### src/rtl/irq_dc_pkg.sv
package irq_dc_pkg;
  localparam int unsigned DC_SLICES_DEF = 4;
  localparam int unsigned DC_VEC_W_DEF  = 8;
endpackage

### src/rtl/irq_rst_sync.sv
module irq_rst_sync (
  input  logic clk,
  input  logic arst_n,
  output logic srst_n
);
  logic [1:0] sync_q;

  always_ff @(posedge clk or negedge arst_n) begin
    if (!arst_n) sync_q <= 2'b00;
    else         sync_q <= {sync_q[0], 1'b1};
  end

  assign srst_n = sync_q[1];
endmodule

### src/rtl/irq_req_cond.sv
module irq_req_cond #(
  parameter int unsigned N = 4
) (
  input  logic         clk,
  input  logic         rst_n,
  input  logic [N-1:0] dev_req,
  input  logic         cpu_ack,
  input  logic [N-1:0] take,
  output logic [N-1:0] pend,
  output logic [N-1:0] hold
);
  logic [N-1:0] req_q, hold_q, pend_q, win_q;
  logic [N-1:0] req_d, hold_d, pend_d, win_d;
  logic [N-1:0] rise, clr;

  // next-state logic
  always_comb begin
    rise  = dev_req & ~req_q;
    req_d = dev_req;
    clr   = cpu_ack ? '0 : win_q;
    if (cpu_ack) begin
      // arbitration frozen: park new edges, remember the winner
      hold_d = hold_q | rise;
      pend_d = pend_q;
      win_d  = win_q | take;
    end else begin
      hold_d = '0;
      pend_d = (pend_q & ~clr) | hold_q | rise;
      win_d  = '0;
    end
  end

  // state registers
  always_ff @(posedge clk or negedge rst_n) begin
    if (!rst_n) begin
      req_q  <= '0;
      hold_q <= '0;
      pend_q <= '0;
      win_q  <= '0;
    end else begin
      req_q  <= req_d;
      hold_q <= hold_d;
      pend_q <= pend_d;
      win_q  <= win_d;
    end
  end

  assign pend = pend_q;
  assign hold = hold_q;
endmodule

### src/rtl/irq_chain_slice.sv
module irq_chain_slice #(
  parameter int unsigned VEC_W = 8
) (
  input  logic             clk,
  input  logic             rst_n,
  input  logic             wr_en,
  input  logic [VEC_W-1:0] wr_data,
  input  logic             pend,
  input  logic             ack_in,
  output logic             ack_out,
  output logic             take,
  output logic [VEC_W-1:0] drv_dat
);
  logic [VEC_W-1:0] vec_q;

  always_ff @(posedge clk or negedge rst_n) begin
    if (!rst_n)     vec_q <= '0;
    else if (wr_en) vec_q <= wr_data;
  end

  // absorb the acknowledge when pending, otherwise pass it on
  always_comb begin
    take    = ack_in & pend;
    ack_out = ack_in & ~pend;
    drv_dat = take ? vec_q : '0;
  end
endmodule

### src/rtl/irq_bus_merge.sv
module irq_bus_merge #(
  parameter int unsigned N = 4,
  parameter int unsigned W = 8
) (
  input  logic [N*W-1:0] dat_flat,
  output logic [W-1:0]   bus
);
  always_comb begin
    bus = '0;
    for (int i = 0; i < N; i++) bus = bus | dat_flat[i*W +: W];
  end
endmodule

### src/rtl/irq_daisy_chain.sv
module irq_daisy_chain
  import irq_dc_pkg::*;
#(
  parameter int unsigned N_SLICES = DC_SLICES_DEF,
  parameter int unsigned VEC_W    = DC_VEC_W_DEF
) (
  input  logic                clk,
  input  logic                rst_n,
  input  logic [N_SLICES-1:0] dev_req,
  input  logic [N_SLICES-1:0] vec_wr_en,
  input  logic [VEC_W-1:0]    vec_wr_data,
  input  logic                cpu_ack,
  output logic                irq_line,
  output logic [VEC_W-1:0]    bus_data,
  output logic [N_SLICES-1:0] bus_drv,
  output logic                ack_tail
);
  localparam int unsigned FLAT_W = N_SLICES * VEC_W;

  logic                rst_s;
  logic [N_SLICES-1:0] pend_v, hold_v, take_v;
  logic [FLAT_W-1:0]   dat_flat;

  irq_rst_sync u_rst (
    .clk    (clk),
    .arst_n (rst_n),
    .srst_n (rst_s)
  );

  irq_req_cond #(.N(N_SLICES)) u_req (
    .clk     (clk),
    .rst_n   (rst_s),
    .dev_req (dev_req),
    .cpu_ack (cpu_ack),
    .take    (take_v),
    .pend    (pend_v),
    .hold    (hold_v)
  );

  for (genvar i = 0; i < N_SLICES; i++) begin : g_sl
    logic             ack_in_s;
    logic             ack_out_s;
    logic             take_s;
    logic [VEC_W-1:0] dat_s;

    if (i == 0) begin : g_head
      assign ack_in_s = cpu_ack;
    end else begin : g_link
      assign ack_in_s = g_sl[i-1].ack_out_s;
    end

    irq_chain_slice #(.VEC_W(VEC_W)) u_slice (
      .clk     (clk),
      .rst_n   (rst_s),
      .wr_en   (vec_wr_en[i]),
      .wr_data (vec_wr_data),
      .pend    (pend_v[i]),
      .ack_in  (ack_in_s),
      .ack_out (ack_out_s),
      .take    (take_s),
      .drv_dat (dat_s)
    );

    assign take_v[i]                  = take_s;
    assign dat_flat[i*VEC_W +: VEC_W] = dat_s;
  end

  irq_bus_merge #(.N(N_SLICES), .W(VEC_W)) u_merge (
    .dat_flat (dat_flat),
    .bus      (bus_data)
  );

  assign bus_drv  = take_v;
  assign irq_line = |pend_v;
  assign ack_tail = g_sl[N_SLICES-1].ack_out_s;
endmodule

### config.mk
export PLATFORM = sky130hd
export DESIGN_NAME = irq_daisy_chain
export DESIGN_NICKNAME = d
export VERILOG_FILES = /design/src/rtl/irq_dc_pkg.sv /design/src/rtl/irq_rst_sync.sv /design/src/rtl/irq_req_cond.sv /design/src/rtl/irq_chain_slice.sv /design/src/rtl/irq_bus_merge.sv /design/src/rtl/irq_daisy_chain.sv
export SDC_FILE = /design/constraint.sdc
export NUM_CORES = 1
export LEC_CHECK = 0
export CORE_MARGIN = 1
export CORE_UTILIZATION = 50
export CTS_BUF_LIST = sky130_fd_sc_hd__clkbuf_16
export CTS_CLUSTER_DIAMETER = 200
export DETAILED_ROUTE_END_ITERATION = 8
export HOLD_SLACK_MARGIN = 0.08
export PLACE_DENSITY = 0.79
export SYNTH_ARGS = -nofsm -noshare
export SYNTH_HDL_FRONTEND = slang
export SYNTH_SLANG_ARGS = --single-unit
### constraint.sdc
create_clock -name clk -period 3.4 [get_ports clk]
set_clock_uncertainty 0.15 [all_clocks]
set_input_delay 0.85 -clock clk [delete_from_list [all_inputs] [get_ports clk]]
set_output_delay 0.85 -clock clk [all_outputs]
set_load 0.1 [all_outputs]
==> impl_results.md, run 1 <==
- Status: finished, final reports clean
- Layout Cells excl Fill: 255
- Final Max Tran Viols: 0
- Maximum clock frequency: 0.330 GHz
- Crit Path Max Fanout: 5
- Sequential area share after synthesis: 59.4%
- Post-synthesis cell area: 0.00211 mm^2
- Fin crit period: 3030 ps
- Die X-Extent: 66.9 um
- Layout Nets: 223
- Routed wire length: 4380 um
- FILL cells: 297
- CP Buf/Inv Count: 3
- HP Start: u_rst.sync_q[0]
- Most common cell after layout, fill and taps aside: dfrtp_1
- Leakage power: 1.23 nW
- Crit. Startpoint: cpu_ack
- Unique cell type count in the Yosys netlist: 19
- Gate Count Post-Synth: 170
- Synth Area per Inst: 12.4 um^2
- CTS Sinks: 50
- Pwr per Cell Area: 658 mW/mm^2
- Total CTS buffers: 5
- Row Count: 23
- Port bufs: 32
- Clock buffer depth: 2
- Worst hold path type: reg -> reg
- Clock Tree Root: clkbuf_16
- CTS tree: built
- R2R depth: 4
- Placed Instance Area: 0.00259 mm^2
- Startpoint types: input port
- Final ANT Viol Nets: 0
- Initial Util: 52.3%
- Most frequent cells in the layout: 49 x dfrtp_1, 32 x mux2_2, 17 x clkdlybuf4s50_1
- Top cell type's share of synthesized area: 59.4%
- GR peak layer: met2
- Share of layout cells above drive strength 1: 32.7%
- Worst Hold Depth: 0
- Slowest CP cell: a221o_1
- Yosys reg bits: 50
- Placeable Area: 0.00403 mm^2
- First-pass GRT wire length: 6950 um
- Family with the most delay on the worst path: buffers and inverters
- WHS: 215 ps
- Synth area leaders: dfrtp_1 59%, mux2_2 17%, a221o_1 3.8%, a21oi_1 2.6%, nand3b_1 2.5%
- CP arrival: 2030 ps
- Required time of the critical path: 2400 ps
- Routed via count: 1386
- Util after Layout: 69.7%
- GR met3 Demand/Resource: 4.62%
- Total iterations of the first detailed-routing run: 4
- Yosys warns: 0
- Max VDD drop: 0.495 mV
- Vias per cell: 5.44
- Area of the die: 0.00447 mm^2
- Placed insts: 244
- GR Util met1: 29.8%
- Vias in the first global route: 1434
- # diodes: 0
- Finish-stage setup viols: 0
- H-Tree Depth: 2
- Largest net degree at the start of global routing: 49
- Type of the worst setup path: in -> out
- RSZ-0062 raised after global routing: false
- Post-route DRC: 0
- Critical R2R Launch: u_req.pend[1]
- Worst setup EP type: output port
- Period utilization: 89.2%
- Clock Latency Late Sink: 290 ps
- GRT Overall Usage: 22.5%
- Slew margin rel.: 30.4%
- CP Depth: 6
- Cell-by-cell trace of the critical path: dlymetal6s2s_1 > and4bb_1 > buf_4 > and2_0 > a221o_1 > buf_12
- Syn_nets: 189
- Max-Cap Viols: 0
- Final GP Congestion: 0.733
- Final Hold Viols: 0
- Actual slew at the worst max-slew pin: 1040 ps
- Top-level I/O count: 33
- Clk pin slew, worst setup/hold paths: 60 ps
- Synthesis-to-layout area growth: 33.3%
- Met2 usage: 34.3%
- Initial antenna violation count: 0
- Chip Height: 66.9 um
- Hpwl dp: 2820 um
- Routed len/inst: 17.2 um
- Slowest stage delay, CP: 300 ps
- Final instance area: 0.00281 mm^2
- Initial drt markers: 102
- GRT overflow: 0
- Synth area leader: dfrtp_1
[report_power, final]
part	switching, W	internal, W	total, W
logic	0.000291	0.000203	0.000494
clock network	0.000213	0.000419	0.000632
registers	0.0000623	0.000660	0.000722
total	0.000566	0.00128	0.00185
[worst reg2reg max path: cells and delay by family (launching register included)]
kind	cells	cell delay (ps)
buffers and inverters	1	160
and+or+nand+nor	2	390
DFF	1	610
AOI/OAI and AO/OA	1	150
[state kept, by name, indices dropped and copies added (netlist names)]
register	flops
u_req.pend	4
u_req.req_q	4
u_req.hold	4
u_rst.sync_q	2
u_req.win_q	4
g_sl.u_slice.vec_q	32
[area by class of cell]
cell class,instances,area [um^2],area share [%]
clock buffers,5,125,4.46
well taps,50,62.6,2.23
repair inverters,1,5.00,0.178
multi-input cells,96,742,26.4
clock inverters,3,63.8,2.27
inverters,9,37.5,1.34
flip-flops and latches,50,1250,44.6
repair buffers,41,518,18.5
[synth_stat cells (all sizes together)]
cell type,instances
buf,6
and4bb,1
mux2,32
nor2b,1
and2,3
nand3b,7
inv,9
nand2,10
nor2,9
dfrtp,50
o21ai,9
a21oi,11
conb,1
a221o,8
and3,1
a21o,3
clkbuf,9
[logic make-up after synthesis]
family / Yosys count / synth area share [%]
other: 1 / 0.178
buffers and inverters: 24 / 5.70
multiplexers: 32 / 17.1
flip-flops: 50 / 59.4
AO/OA/AOI/OAI: 31 / 9.63
AND/OR/NAND/NOR: 32 / 7.96
[per-stage QoR]
step | setup TNS, ps | total power [W] | setup slack, ps
2_1_floorplan | 0 | 0.00105 | 124
4_1_cts | 0 | 0.00186 | 2.88
3_5_place_dp | -625 | 0.00122 | -98.5
5_1_grt | 0 | 0.00191 | 326
3_3_place_gp | -237 | 0.00121 | -45.9
6_report | 0 | 0.00185 | 366
[routing by layer]
| layer | share of wire (%) | wire [um] |
|---|---|---|
| met5 | 0 | 0 |
| met4 | 2.1 | 92 |
| met3 | 5.3 | 232 |
| met2 | 49 | 2140 |
| met1 | 44 | 1910 |
[worst paths after layout]
check / to / slack [ps]
min in group asynchronous: g_sl[0].u_slice.vec_q[3] / 310
worst max register to register: u_req.win_q[3] / 1850
worst max-delay path: bus_data[7] / 370
worst min-delay path: u_rst.sync_q[1] / 210
max in group asynchronous: g_sl[3].u_slice.vec_q[2] / 2150
worst min register to register: u_rst.sync_q[1] / 210
[timing repair]
item	CTS	global route
hold buffers	0	0
pin swaps	0	1
cloned	0	1
gates resized for setup	2	2
setup endpoints to repair	8	9
setup buffers	1	1
(Power assumes the default switching activity.)
==> inputs of run 2 (changes only) <==
Settings changed: MAX_ROUTING_LAYER set to met4.
==> impl_results.md, run 2 (synthesis results as in run 1) <==
- Status: finished, final reports clean
- # diodes: 0
- Placeable Area: 0.00403 mm^2
- Finish-stage setup viols: 0
- Vias in the first global route: 1429
- Critical R2R Launch: u_req.pend[1]
- Largest net degree at the start of global routing: 49
- Vias per cell: 5.54
- Max VDD drop: 0.495 mV
- Comb power frac: 26.7%
- Routed len/inst: 17.2 um
- Most frequent cells in the layout: 49 x dfrtp_1, 32 x mux2_2, 17 x clkdlybuf4s50_1
- Clock Latency Late Sink: 290 ps
- Required time of the critical path: 2400 ps
- Final Max Tran Viols: 0
- Clock share of power: 34.2%
- Slew margin rel.: 32.1%
- Clock Tree Root: clkbuf_16
- Initial antenna violation count: 0
- Design Power: 0.00185 W
- FILL cells: 297
- CP arrival: 2030 ps
- P_sw: 0.000568 W
- Routed wire length: 4390 um
- Chip Height: 66.9 um
- Row Count: 23
- CTS tree: built
- Routed via count: 1413
- Total iterations of the first detailed-routing run: 4
- Startpoint types: input port
- Die X-Extent: 66.9 um
- H-Tree Depth: 2
- Actual slew at the worst max-slew pin: 1020 ps
- Type of the worst setup path: in -> out
- Max-Cap Viols: 0
- GRT Overall Usage: 23.0%
- Leakage power: 1.23 nW
- Final GP Congestion: 0.742
- Pwr per Cell Area: 659 mW/mm^2
- Period utilization: 89.2%
- Layout Nets: 223
- GRT overflow: 0
- CTS Sinks: 50
- Crit Path Max Fanout: 5
- Initial drt markers: 100
- Util after Layout: 69.7%
- Clock buffer depth: 2
- Post-route DRC: 0
- HP Start: u_rst.sync_q[0]
- Maximum clock frequency: 0.330 GHz
- Total CTS buffers: 5
- Final Hold Viols: 0
- Worst hold path type: reg -> reg
- Int Pwr: 0.00128 W
- Hpwl dp: 2820 um
- Hold buffer count at CTS: 0
- Seq pwr share: 39.0%
- Top reg by flops: g_sl.u_slice.vec_q
- Fin crit period: 3030 ps
- Initial Util: 52.3%
- Register area: 0.00125 mm^2
- RSZ-0062 raised after global routing: false
- Final instance area: 0.00281 mm^2
- Crit. Startpoint: cpu_ack
- Top-level I/O count: 33
- Clk pin slew, worst setup/hold paths: 60 ps
- Multi-input logic area: 742 um^2
- Port bufs: 32
- Most common cell after layout, fill and taps aside: dfrtp_1
- Final ANT Viol Nets: 0
- Worst setup EP type: output port
- Share of layout cells above drive strength 1: 32.7%
- First-pass GRT wire length: 6900 um
- Switch share: 30.7%
- Area of the die: 0.00447 mm^2
- Max reg flops: 32
- Placed Instance Area: 0.00259 mm^2
- Synthesis-to-layout area growth: 33.3%
==> run 2: power groups by stage <==
stage	registers [W]	clock network, W	logic [W]
after CTS	0.000720	0.000643	0.000493
after floorplan	0.000703	0	0.000343
after detailed placement	0.000731	0	0.000489
final	0.000722	0.000634	0.000494
after global placement	0.000725	0	0.000480
after global routing	0.000733	0.000663	0.000517
==> run 2: timing repair <==
action / 4_1_cts / 5_1_grt
setup buffers: 1 / 1
gates cloned: 0 / 1
resized for setup: 2 / 2
pin swaps: 0 / 1
endpoints found under the setup margin: 8 / 9
==> run 2: worst paths after layout <==
check / to / slack (ps) / cells past startpoint
min in group asynchronous: u_req.req_q[3] / 300 / 0
max: bus_data[7] / 370 / 6
max reg2reg: u_req.win_q[3] / 1840 / 4
max in group asynchronous: g_sl[3].u_slice.vec_q[7] / 2170 / 0
min: u_rst.sync_q[1] / 210 / 0
min reg2reg: u_rst.sync_q[1] / 210 / 0
==> run 2: layout make-up <==
| class | count | area share, % |
|---|---|---|
| flip-flops and latches | 50 | 44.6 |
| multi-input cells | 96 | 26.4 |
| repair buffers | 41 | 18.5 |
| clock buffers | 5 | 4.46 |
| clock inverters | 3 | 2.27 |
| well taps | 50 | 2.23 |
| inverters | 9 | 1.34 |
| repair inverters | 1 | 0.178 |
==> run 2: metrics by stage <==
step / setup slack, ps / setup TNS (ps) / hold WS [ps] / std cells
after floorplan: 124 / 0 / 181 / 170
after global placement: -45.9 / -237 / 189 / 244
after detailed placement: -98.5 / -625 / 189 / 244
after CTS: 2.88 / 0 / 217 / 253
after global routing: 326 / 0 / 219 / 255
final: 366 / 0 / 215 / 255
==> run 2: routing by layer <==
| layer | vias up | track usage, % | part of all wire [%] |
|---|---|---|---|
| li1 | 649 | - | - |
| met1 | 706 | 29.4 | 44 |
| met2 | 50 | 34.5 | 48 |
| met3 | 8 | 4.62 | 5.4 |
| met4 | 0 | 12.0 | 2.1 |
| met5 | - | - | 0 |
==> run 2: worst max-delay path: stages <==
cell	delay, ps
dlymetal6s2s_1	150
and4bb_1	220
buf_4	160
and2_0	150
a221o_1	300
buf_12	180
==> inputs of run 3 (changes only) <==
Settings changed: RECOVER_POWER set to 25, SLEW_MARGIN set to 20.
==> impl_results.md, run 3 (synthesis results as in run 1) <==
- Status: complete, but fails checks
- Failing checks: max-capacitance violations, max-slew violations
- Layout Cells excl Fill: 255
- Slowest stage delay, CP: 300 ps
- # diodes: 0
- Actual slew at the worst max-slew pin: 1860 ps
- Placeable Area: 0.00403 mm^2
- Share of layout cells above drive strength 1: 32.2%
- Max VDD drop: 0.495 mV
- Fin crit period: 3030 ps
- Hold buffer count at CTS: 0
- Clk pin slew, worst setup/hold paths: 60 ps
- Die X-Extent: 66.9 um
- Finish-stage setup viols: 0
- Worst setup EP type: output port
- Worst hold path type: reg -> reg
- Leakage power: 1.24 nW
- Total CTS buffers: 5
- Cell-by-cell trace of the critical path: dlymetal6s2s_1 > and4bb_1 > buf_4 > and2_0 > a221o_1 > buf_12
- Crit Path Max Fanout: 5
- CTS Sinks: 50
- Startpoint types: input port
- Slew margin rel.: -24.1%
- GRT overflow: 0
- Clock Tree Root: clkbuf_16
- Clock buffer depth: 2
- Initial Util: 52.3%
- WHS: 220 ps
- Layout Nets: 223
- Type of the worst setup path: in -> out
- Most frequent cells in the layout: 50 x dfrtp_1, 32 x mux2_2, 16 x clkdlybuf4s50_1
- Total iterations of the first detailed-routing run: 5
- CTS tree: built
- Final GP Congestion: 0.742
- Routed via count: 1420
- Top reg by flops: g_sl.u_slice.vec_q
- Port bufs: 32
- Initial antenna violation count: 0
- Util after Layout: 69.6%
- Top-level I/O count: 33
- GRT Overall Usage: 23.0%
- Maximum clock frequency: 0.330 GHz
- Area of the die: 0.00447 mm^2
- Vias per cell: 5.57
- Row Count: 23
- Hpwl dp: 2820 um
- Slowest CP cell: a221o_1
- Final Hold Viols: 0
- Synthesis-to-layout area growth: 33.2%
- Max reg flops: 32
- RSZ-0062 raised after global routing: false
- Routed wire length: 4350 um
- Setup TNS: 0 ps
- Placed insts: 244
- Pwr per Cell Area: 659 mW/mm^2
- First-pass GRT wire length: 6900 um
- Final ANT Viol Nets: 0
- Vias in the first global route: 1429
- Most common cell after layout, fill and taps aside: dfrtp_1
- Largest net degree at the start of global routing: 49
- CP arrival: 2030 ps
- Max-Cap Viols: 1
- Routed len/inst: 17.1 um
- Chip Height: 66.9 um
- Post-route DRC: 0
- Period utilization: 89.2%
- Clock Latency Late Sink: 290 ps
- H-Tree Depth: 2
- Required time of the critical path: 2400 ps
- Final Max Tran Viols: 49
- Initial drt markers: 89
[run 3: cell types whose count changed in the layout (fill, tap and decap cells not counted), sizes merged]
cell and change:
dlygate4sd3 +1, clkdlybuf4s50 -1
[run 3: path summary, 6_finish.rpt]
kind,from,end,slack [ps],cells past startpoint
worst min-delay path,u_rst.sync_q[0],u_rst.sync_q[1],220,0
max in group asynchronous,u_rst.sync_q[1],g_sl[1].u_slice.vec_q[6],1390,0
worst max-delay path,cpu_ack,bus_data[7],370,6
worst max register to register,u_rst.sync_q[1],g_sl[1].u_slice.vec_q[6],1390,0
min in group asynchronous,rst_n,u_rst.sync_q[0],640,1
worst min register to register,u_rst.sync_q[0],u_rst.sync_q[1],220,0
[run 3: final cells by class]
type                            count  area (um^2)
Clock inverter                      3         63.8
Inverter                            9         37.5
Timing Repair Buffer               41          518
Multi-Input combinational cell     96          742
Timing Repair inverter              1         5.00
Fill cell                         299         1220
Clock buffer                        5          125
Tap cell                           50         62.6
Sequential cell                    50         1250
[run 3: per-stage QoR]
step	power, W	worst slack, ps	cell area, um^2
2_1_floorplan	0.00105	124	2110
3_3_place_gp	0.00121	-45.9	2590
3_5_place_dp	0.00122	-98.5	2590
4_1_cts	0.00186	2.88	2790
5_1_grt	0.00191	326	2810
6_report	0.00185	366	2810
[run 3: repair_timing]
| item | in CTS | in global routing |
|---|---|---|
| pin swaps | 0 | 1 |
| setup buffers | 1 | 1 |
| cloned | 0 | 1 |
| endpoints found under the hold margin | 0 | 0 |
| setup endpoints to repair | 8 | 9 |
| gates resized for setup | 2 | 2 |
[run 3: per-layer routing]
metal / track usage [%] / part of all wire (%)
met5: - / 0
met3: 4.62 / 6.0
met4: 12.0 / 2.1
met2: 34.5 / 49
met1: 29.4 / 43
[run 3: worst max-delay path, delay by kind of cell]
kind	cells	cell delay, ps
and+or+nand+nor	2	370
buffers and inverters	3	490
AOI/OAI and AO/OA	1	300
[run 3: report_power, final]
| part | switching (W) | internal, W |
|---|---|---|
| clock | 0.000214 | 0.000419 |
| combinational | 0.000290 | 0.000203 |
| sequential | 0.0000617 | 0.000660 |
